--- config.mk ---
export PLATFORM = sky130hd
export DESIGN_NAME = jtag_status_tap
export DESIGN_NICKNAME = d
export VERILOG_FILES = /design/src/rtl/jtag_tap_pkg.sv /design/src/rtl/jtag_tap_fsm.sv /design/src/rtl/jtag_tap_ir.sv /design/src/rtl/jtag_tap_bsr.sv /design/src/rtl/jtag_status_tap.sv
export SDC_FILE = /design/constraint.sdc
export NUM_CORES = 1
export LEC_CHECK = 0
export ABC_AREA = 1
export BUFFER_PORTS_ARGS = -buffer_cell sky130_fd_sc_hd__buf_2
export CAP_MARGIN = 20
export CORE_ASPECT_RATIO = 2
export CORE_UTILIZATION = 60
export CTS_BUF_LIST = sky130_fd_sc_hd__clkbuf_8
export CTS_CLUSTER_DIAMETER = 80
export CTS_CLUSTER_SIZE = 25
export DETAILED_ROUTE_END_ITERATION = 10
export PLACE_DENSITY_LB_ADDON = 0.25
export SYNTH_ARGS = -nofsm -noshare
export SYNTH_HDL_FRONTEND = slang
export SYNTH_SLANG_ARGS = --single-unit
--- constraint.sdc ---
create_clock -name tck -period 2.7 [get_ports tck]
set_input_delay 0.81 -clock tck [delete_from_list [all_inputs] [get_ports tck]]
set_output_delay 0.81 -clock tck [all_outputs]
set_load 0.01 [all_outputs]
--- src/rtl/jtag_tap_pkg.sv ---
package jtag_tap_pkg;

  typedef enum logic [3:0] {
    TS_RESET, TS_IDLE,
    TS_SEL_DR, TS_CAP_DR, TS_SH_DR, TS_EX1_DR, TS_PAU_DR, TS_EX2_DR, TS_UPD_DR,
    TS_SEL_IR, TS_CAP_IR, TS_SH_IR, TS_EX1_IR, TS_PAU_IR, TS_EX2_IR, TS_UPD_IR
  } tap_state_e;

  typedef enum logic [1:0] {DR_BYPASS, DR_IDENT, DR_USER, DR_CHAIN} dr_sel_e;

  localparam int IR_W = 16;
  localparam logic [IR_W-1:0] OP_EXTEST   = 16'h0000;
  localparam logic [IR_W-1:0] OP_SAMPLE   = 16'h0001;
  localparam logic [IR_W-1:0] OP_IDENT    = 16'h00FE;
  localparam logic [IR_W-1:0] OP_USER     = 16'h00FD;
  localparam logic [IR_W-1:0] OP_BYPASS   = 16'hFFFF;

  function automatic tap_state_e tap_next(input tap_state_e s, input logic m);
    case (s)
      TS_RESET:  return m ? TS_RESET  : TS_IDLE;
      TS_IDLE:   return m ? TS_SEL_DR : TS_IDLE;
      TS_SEL_DR: return m ? TS_SEL_IR : TS_CAP_DR;
      TS_CAP_DR: return m ? TS_EX1_DR : TS_SH_DR;
      TS_SH_DR:  return m ? TS_EX1_DR : TS_SH_DR;
      TS_EX1_DR: return m ? TS_UPD_DR : TS_PAU_DR;
      TS_PAU_DR: return m ? TS_EX2_DR : TS_PAU_DR;
      TS_EX2_DR: return m ? TS_UPD_DR : TS_SH_DR;
      TS_UPD_DR: return m ? TS_SEL_DR : TS_IDLE;
      TS_SEL_IR: return m ? TS_RESET  : TS_CAP_IR;
      TS_CAP_IR: return m ? TS_EX1_IR : TS_SH_IR;
      TS_SH_IR:  return m ? TS_EX1_IR : TS_SH_IR;
      TS_EX1_IR: return m ? TS_UPD_IR : TS_PAU_IR;
      TS_PAU_IR: return m ? TS_EX2_IR : TS_PAU_IR;
      TS_EX2_IR: return m ? TS_UPD_IR : TS_SH_IR;
      default:   return m ? TS_SEL_DR : TS_IDLE;
    endcase
  endfunction

  // Two-bit result code: pass gives 10, fail gives 01.
  function automatic logic [1:0] result_code(input logic pass);
    return pass ? 2'b10 : 2'b01;
  endfunction

  function automatic logic [IR_W-1:0] status_word(
      input logic isc_pass, input logic ep_pass, input logic ep_busy,
      input logic isc_mode, input logic rev_done);
    return {7'b0, result_code(isc_pass), result_code(ep_pass),
            ~ep_busy, isc_mode, rev_done, 2'b01};
  endfunction

  function automatic dr_sel_e dr_decode(input logic [IR_W-1:0] op);
    case (op)
      OP_IDENT:              return DR_IDENT;
      OP_USER:               return DR_USER;
      OP_EXTEST, OP_SAMPLE:  return DR_CHAIN;
      default:               return DR_BYPASS;
    endcase
  endfunction

endpackage

--- src/rtl/jtag_tap_fsm.sv ---
module jtag_tap_fsm
  import jtag_tap_pkg::*;
(
  input  logic       tck,
  input  logic       trst_n,
  input  logic       tms,
  output tap_state_e state
);

  always_ff @(posedge tck or negedge trst_n) begin
    if (!trst_n) state <= TS_RESET;
    else         state <= tap_next(state, tms);
  end

endmodule

--- src/rtl/jtag_tap_ir.sv ---
module jtag_tap_ir
  import jtag_tap_pkg::*;
(
  input  logic            tck,
  input  logic            trst_n,
  input  tap_state_e      state,
  input  logic            tdi,
  input  logic [IR_W-1:0] cap_word,
  output logic [IR_W-1:0] ir_sr,
  output logic [IR_W-1:0] ir_q
);

  always_ff @(posedge tck or negedge trst_n) begin
    if (!trst_n) begin
      ir_sr <= '0;
    end else if (state == TS_CAP_IR) begin
      ir_sr <= cap_word;
    end else if (state == TS_SH_IR) begin
      ir_sr <= {tdi, ir_sr[IR_W-1:1]};
    end
  end

  always_ff @(posedge tck or negedge trst_n) begin
    if (!trst_n)                 ir_q <= OP_IDENT;
    else if (state == TS_RESET)  ir_q <= OP_IDENT;
    else if (state == TS_UPD_IR) ir_q <= ir_sr;
  end

endmodule

--- src/rtl/jtag_tap_bsr.sv ---
module jtag_tap_bsr #(
  parameter int NI = 2,
  parameter int NO = 2,
  parameter int NB = 2,
  localparam int LEN = 3*NB + 2*NO + NI
) (
  input  logic          tck,
  input  logic          trst_n,
  input  logic          cap_en,
  input  logic          sh_en,
  input  logic          upd_en,
  input  logic          extest,
  input  logic          tdi,
  input  logic [NI-1:0] pin_in,
  input  logic [NO-1:0] core_out,
  input  logic [NO-1:0] core_oe,
  output logic [NO-1:0] pad_out,
  output logic [NO-1:0] pad_oe,
  input  logic [NB-1:0] core_bi_out,
  input  logic [NB-1:0] core_bi_oe,
  input  logic [NB-1:0] pad_bi_in,
  output logic [NB-1:0] pad_bi_out,
  output logic [NB-1:0] pad_bi_oe,
  output logic          sr_lsb
);

  localparam int OBASE = 3*NB;
  localparam int IBASE = OBASE + 2*NO;

  logic [LEN-1:0] cap_v, sr, upd;

  // Bidirectional pins sit nearest TDO: enable, data, input from low to high.
  for (genvar j = 0; j < NB; j++) begin : g_bidir
    assign cap_v[3*j]   = core_bi_oe[j];
    assign cap_v[3*j+1] = core_bi_out[j];
    assign cap_v[3*j+2] = pad_bi_in[j];
    assign pad_bi_oe[j]  = extest ? upd[3*j]   : core_bi_oe[j];
    assign pad_bi_out[j] = extest ? upd[3*j+1] : core_bi_out[j];
  end

  // Output pins: enable nearer TDO, data nearer TDI.
  for (genvar k = 0; k < NO; k++) begin : g_out
    assign cap_v[OBASE+2*k]   = core_oe[k];
    assign cap_v[OBASE+2*k+1] = core_out[k];
    assign pad_oe[k]  = extest ? upd[OBASE+2*k]   : core_oe[k];
    assign pad_out[k] = extest ? upd[OBASE+2*k+1] : core_out[k];
  end

  for (genvar m = 0; m < NI; m++) begin : g_in
    assign cap_v[IBASE+m] = pin_in[m];
  end

  always_ff @(posedge tck or negedge trst_n) begin
    if (!trst_n) begin
      sr  <= '0;
      upd <= '0;
    end else begin
      if (cap_en)     sr <= cap_v;
      else if (sh_en) sr <= {tdi, sr[LEN-1:1]};
      if (upd_en)     upd <= sr;
    end
  end

  assign sr_lsb = sr[0];

endmodule

--- src/rtl/jtag_status_tap.sv ---
module jtag_status_tap
  import jtag_tap_pkg::*;
#(
  parameter int          NI      = 2,
  parameter int          NO      = 2,
  parameter int          NB      = 2,
  parameter logic [31:0] ID_CODE = 32'h1A5C_E093
) (
  input  logic          tck,
  input  logic          trst_n,
  input  logic          tms,
  input  logic          tdi,
  output logic          tdo,
  output logic          tdo_en,
  input  logic          st_isc_mode,
  input  logic          st_ep_busy,
  input  logic          st_isc_pass,
  input  logic          st_ep_pass,
  input  logic          st_rev_done,
  input  logic [31:0]   usercode,
  input  logic          usercode_valid,
  input  logic [NI-1:0] pin_in,
  input  logic [NO-1:0] core_out,
  input  logic [NO-1:0] core_oe,
  output logic [NO-1:0] pad_out,
  output logic [NO-1:0] pad_oe,
  input  logic [NB-1:0] core_bi_out,
  input  logic [NB-1:0] core_bi_oe,
  input  logic [NB-1:0] pad_bi_in,
  output logic [NB-1:0] pad_bi_out,
  output logic [NB-1:0] pad_bi_oe
);

  tap_state_e      state;
  logic [IR_W-1:0] ir_sr, ir_q, cap_word;
  dr_sel_e         dr_sel;
  logic [31:0]     word_sr;
  logic            byp_q, chain_lsb, tdo_nxt;

  // Named internal events, also used by the bound checker.
  logic in_cap_dr, in_sh_dr, in_upd_dr, in_shift;
  assign in_cap_dr = (state == TS_CAP_DR);
  assign in_sh_dr  = (state == TS_SH_DR);
  assign in_upd_dr = (state == TS_UPD_DR);
  assign in_shift  = in_sh_dr || (state == TS_SH_IR);

  assign cap_word = status_word(st_isc_pass, st_ep_pass, st_ep_busy,
                                st_isc_mode, st_rev_done);
  assign dr_sel   = dr_decode(ir_q);

  jtag_tap_fsm u_fsm (
    .tck(tck), .trst_n(trst_n), .tms(tms), .state(state)
  );

  jtag_tap_ir u_ir (
    .tck(tck), .trst_n(trst_n), .state(state), .tdi(tdi),
    .cap_word(cap_word), .ir_sr(ir_sr), .ir_q(ir_q)
  );

  jtag_tap_bsr #(.NI(NI), .NO(NO), .NB(NB)) u_bsr (
    .tck(tck), .trst_n(trst_n),
    .cap_en(in_cap_dr && dr_sel == DR_CHAIN),
    .sh_en(in_sh_dr && dr_sel == DR_CHAIN),
    .upd_en(in_upd_dr && dr_sel == DR_CHAIN),
    .extest(ir_q == OP_EXTEST),
    .tdi(tdi), .pin_in(pin_in),
    .core_out(core_out), .core_oe(core_oe), .pad_out(pad_out), .pad_oe(pad_oe),
    .core_bi_out(core_bi_out), .core_bi_oe(core_bi_oe), .pad_bi_in(pad_bi_in),
    .pad_bi_out(pad_bi_out), .pad_bi_oe(pad_bi_oe), .sr_lsb(chain_lsb)
  );

  // Shared 32-bit shift path for identification and user codes.
  always_ff @(posedge tck or negedge trst_n) begin
    if (!trst_n) begin
      word_sr <= '0;
    end else if (in_cap_dr && dr_sel == DR_IDENT) begin
      word_sr <= ID_CODE;
    end else if (in_cap_dr && dr_sel == DR_USER) begin
      word_sr <= usercode_valid ? usercode : '1;
    end else if (in_sh_dr && (dr_sel == DR_IDENT || dr_sel == DR_USER)) begin
      word_sr <= {tdi, word_sr[31:1]};
    end
  end

  always_ff @(posedge tck or negedge trst_n) begin
    if (!trst_n)                                byp_q <= 1'b0;
    else if (in_cap_dr && dr_sel == DR_BYPASS)  byp_q <= 1'b0;
    else if (in_sh_dr && dr_sel == DR_BYPASS)   byp_q <= tdi;
  end

  always_comb begin
    tdo_nxt = 1'b0;
    if (state == TS_SH_IR) begin
      tdo_nxt = ir_sr[0];
    end else if (in_sh_dr) begin
      case (dr_sel)
        DR_IDENT, DR_USER: tdo_nxt = word_sr[0];
        DR_CHAIN:          tdo_nxt = chain_lsb;
        default:           tdo_nxt = byp_q;
      endcase
    end
  end

  always_ff @(negedge tck or negedge trst_n) begin
    if (!trst_n) begin
      tdo    <= 1'b0;
      tdo_en <= 1'b0;
    end else begin
      tdo    <= tdo_nxt;
      tdo_en <= in_shift;
    end
  end

endmodule

# After elaboration in Yosys (flattened, before gate mapping)
# Index checks and enable logic that the tools add are counted.
# op_classes
muxes	39
bitwise_logic	1
n_eq_ne	20
n_reduce_logical	22
# ops
operator	n
2-to-1 mux 32 bit	4
2-to-1 mux 16 bit	4
case mux 4 bit (11 select lines)	1
== test 16 x 8 -> 1 bit, second input constant	2
== test 4 bit, second input constant	8
2-to-1 mux 12 bit	2
== test 16 x 1 -> 1 bit, second input constant	1
== test 4 x 3 -> 1 bit, second input constant	4
zero test 16 bit	1
2-to-1 mux 4 bit	4
2-to-1 mux 1 bit	15
2-to-1 mux 2 bit	5
== test 4 x 2 -> 1 bit, second input constant	2
logical AND 1 bit	8
nonzero test 2 bit	4
OR reduction 2 bit	4
2-to-1 mux 3 bit	2
case mux 2 bit (3 select lines)	1
== test 2 bit, second input constant	2
zero test 4 bit	1
nonzero test 3 bit	1
== test 2 x 1 -> 1 bit, second input constant	1
zero test 2 bit	1
logical OR 1 bit	2
other kinds (2)	2
# word_totals
ff_bits	93
output_inout_bits	10
input_bits	54
word_cells	91

# Logic depth before layout (Yosys ltp)
# depth
word_depth	9
ltp_mapped	14
ltp_nobuf	12

# Cells and area by module
# From an unflattened synthesis, not the netlist that was laid out.
# unflattened
cells_unflattened	737
area_unflattened_um2	5193.7
# by_module_without_submodules
mod	n_inst	area_each_um2	cells_each	seq_area_each_um2
jtag_status_tap	1	2264.7	330	875.8
jtag_tap_ir	1	1600.3	221	809.5
jtag_tap_bsr	1	945.9	117	500.5
jtag_tap_fsm	1	382.9	69	100.1

==> flow_summary.ini <==
[critical_path]
crit_start = u_ir.ir_q[7]
crit_required_ns = 1.54
r2r_start = u_ir.ir_q[7]
path_cells = inv_2 > nor3_4 > buf_4 > nand3_1 > a21oi_1 > buf_4 > inv_1 > ha_1 > a21oi_1 > o21ai_1
critPathKind = flip-flop to flip-flop
crit_slowest_cell = dfstp_2
cp_num_buf_inv = 4
crit_family = flip-flops
critPathArrivalTime_ns = 2.25
worst-path-max-fanout = 3
end_kind = flip-flop
cpPeakStageDelay_ns = 0.57
start_kind = flip-flop

[clock_tree]
clk_latency_ns = 0.37
htree_levels = 3
clk_path_buf_depth = 2
cts_tree = done
clock-sinks = 91
clk_pin_slew_ns = 0.09
root_buffer = clkbuf_8
cts_buffers = 9
hold_buffers = 0

[floorplanning]
die-area_mm2 = 0.00828
core-area_mm2 = 0.00760
die_w_um = 64.8
initial_core_util_pct = 62.4
fp.dieH_um = 128
placementRows = 45
ios = 64

[global_route]
grt.overflow.total = 0
grt_pass1_vias = 4663
antenna_found_initial = 0
grt_pass1_wl_mm = 21.1
grt_usage_pct = 34.0
grt_max_degree = 90

[power]
switching_share_pct = 39.1
power_switching_w = 0.00205
p_int_w = 0.00319
ir_drop_v = 0.000560
clock_power_share_pct = 21.6
power.density_mw_per_mm2 = 916
seqPwrFrac_pct = 37.8
p_leak_nw = 3.08
p_comb_share_pct = 40.6

[routing]
vias_per_cell = 5.63
topRoutingLayerUsed = met4
wirelength_mm = 13.2
first_iter_violations = 487
met2_length_mm = 7.10
routedWlPerCell_um = 16.1
vias = 4620
drc = 0
met3_length_um = 572
ant_nets = 0
wl_met1_mm = 4.70
dr.pass1.iters = 7

[timing]
slew-limit-headroom_pct = 65.5
finClkSkew_ns = 0.0225
hold_viol_final = 0
slew_viol_final = 0
rsz0062_at_grt = yes
worst_pin_slew_ns = 0.516
tns_ns = -1.35
setup_ws_ns = -0.712
setup_viol = 3

[finish]
layout_common_cells = nand2_1, nor2_1, dfrtp_1
antenna_cells = 0
final_area_mm2 = 0.00572
syn2layout_area_growth_pct = 20.6
post-route-util_pct = 75.2
layout_commonest_cell = nand2_1
drive_gt1_share_pct = 21.2
final_nets = 781

[job]
maxCapViolations = 0

[yosys]
ys_types = 28
syn_inst = 634
yosysSeqAreaShare_pct = 48.2
synth_top_area_share_pct = 43.3
synth_area_per_cell_um2 = 7.48
netlist_area_mm2 = 0.00474
syn_nets = 693
yosysWarnings = 0
yosys.area.top_type = dfrtp_1
ys_ff_latch = 91
synth.area.top_cells = dfrtp_1, nand2_1, nand3_1, nor2_1, inv_1

[status]
violations = negative setup slack
status = finished, violations left

[placed_design]
dpl_cell_area_mm2 = 0.00536
post-place-ws_ns = -0.631
io_buffer_count = 63
dp_hpwl_mm = 9.10
place.gp.congestion = 0.980

[worst_hold_path]
hold_start = u_bsr.upd[6]
hold_class = flip-flop to flip-flop
[kinds of logic after synthesis]
family | share of synthesized area (%)
flip-flops | 48.2
adder cells (fa/ha/maj) | 1.32
buffers and inverters | 7.87
AND/OR/NAND/NOR | 32.3
AO/OA/AOI/OAI | 10.3
[layout make-up]
type	count	area [um^2]
Fill cell	629	1880
Tap cell	94	118
Inverter	64	245
Clock inverter	6	111
Timing Repair Buffer	103	658
Sequential cell	91	2290
Clock buffer	10	138
Multi-Input combinational cell	453	2160
[metal layers]
metal  vias up  global-route usage (%)
met5         -                       0
met4         0                    24.2
met3        64                    5.96
met2       191                    60.2
met1      2155                    34.7
li1       2210                       -
[power by group through the flow]
stage	clock network (W)	registers, W	logic (W)
global placement	0	0.00197	0.00190
finish	0.00113	0.00198	0.00213
floorplan	0	0.00191	0.00136
global route	0.00120	0.00201	0.00237
detailed placement	0	0.00198	0.00198
CTS	0.00114	0.00197	0.00204
[worst reg2reg max path, stage by stage, from the launching register on]
cell and delay [ns]:
dfstp_2 0.57, inv_2 0.06, nor3_4 0.20, buf_4 0.14
nand3_1 0.05, a21oi_1 0.18, buf_4 0.18, inv_1 0.06
ha_1 0.21, a21oi_1 0.16, o21ai_1 0.08
[registers in the layout (all words and copies together) (netlist names)]
register     flops
u_ir.ir_q       16
u_fsm.state      4
word_sr         32
byp_q            1
u_bsr.upd        8
tdo              1
u_bsr.sr        12
tdo_en           1
u_ir.ir_sr      16
[through the flow]
step | total power, W | hold WS, ns | std cells
after floorplan | 0.00327 | 0.453 | 634
after global placement | 0.00387 | 0.468 | 801
after detailed placement | 0.00397 | 0.474 | 801
after CTS | 0.00515 | 0.495 | 818
after global routing | 0.00558 | 0.524 | 821
final | 0.00524 | 0.493 | 821
[final timing paths]
check	endpoint	slack (ns)	cells after the start
setup / recovery	tdo	-0.71	10
hold / removal	u_bsr.upd[6]	0.49	2
setup reg to reg	tdo	-0.71	10
hold reg to reg	u_bsr.upd[6]	0.49	2
max in group asynchronous	tdo_en	1.06	1
min in group asynchronous	u_ir.ir_sr[10]	0.51	2
[Yosys cell counts]
library cell,number
o221ai_1,3
a21oi_1,10
dfrtn_1,2
nand4_1,4
ha_1,5
o22ai_1,17
nand2_2,4
inv_2,2
nand3_1,80
clkinv_1,1
inv_1,61
nor2_8,1
nor3_1,4
dfrtp_1,82
o21ai_1,12
buf_4,1
nand3_2,1
clkbuf_1,15
o21ai_0,37
nand2_1,180
dfstp_2,7
buf_2,7
buf_6,3
nand2_4,1
nor2_1,85
a21oi_4,1
a22oi_1,6
nor2_4,2
[what timing repair did]
item | CTS | global route
endpoints found under the setup margin | 11 | 45
pin swaps | 6 | 8
resized for setup | 7 | 12
buffers inserted | 1 | 3
gates cloned | 0 | 0
No activity file was read; power rests on OpenSTA's default activity.
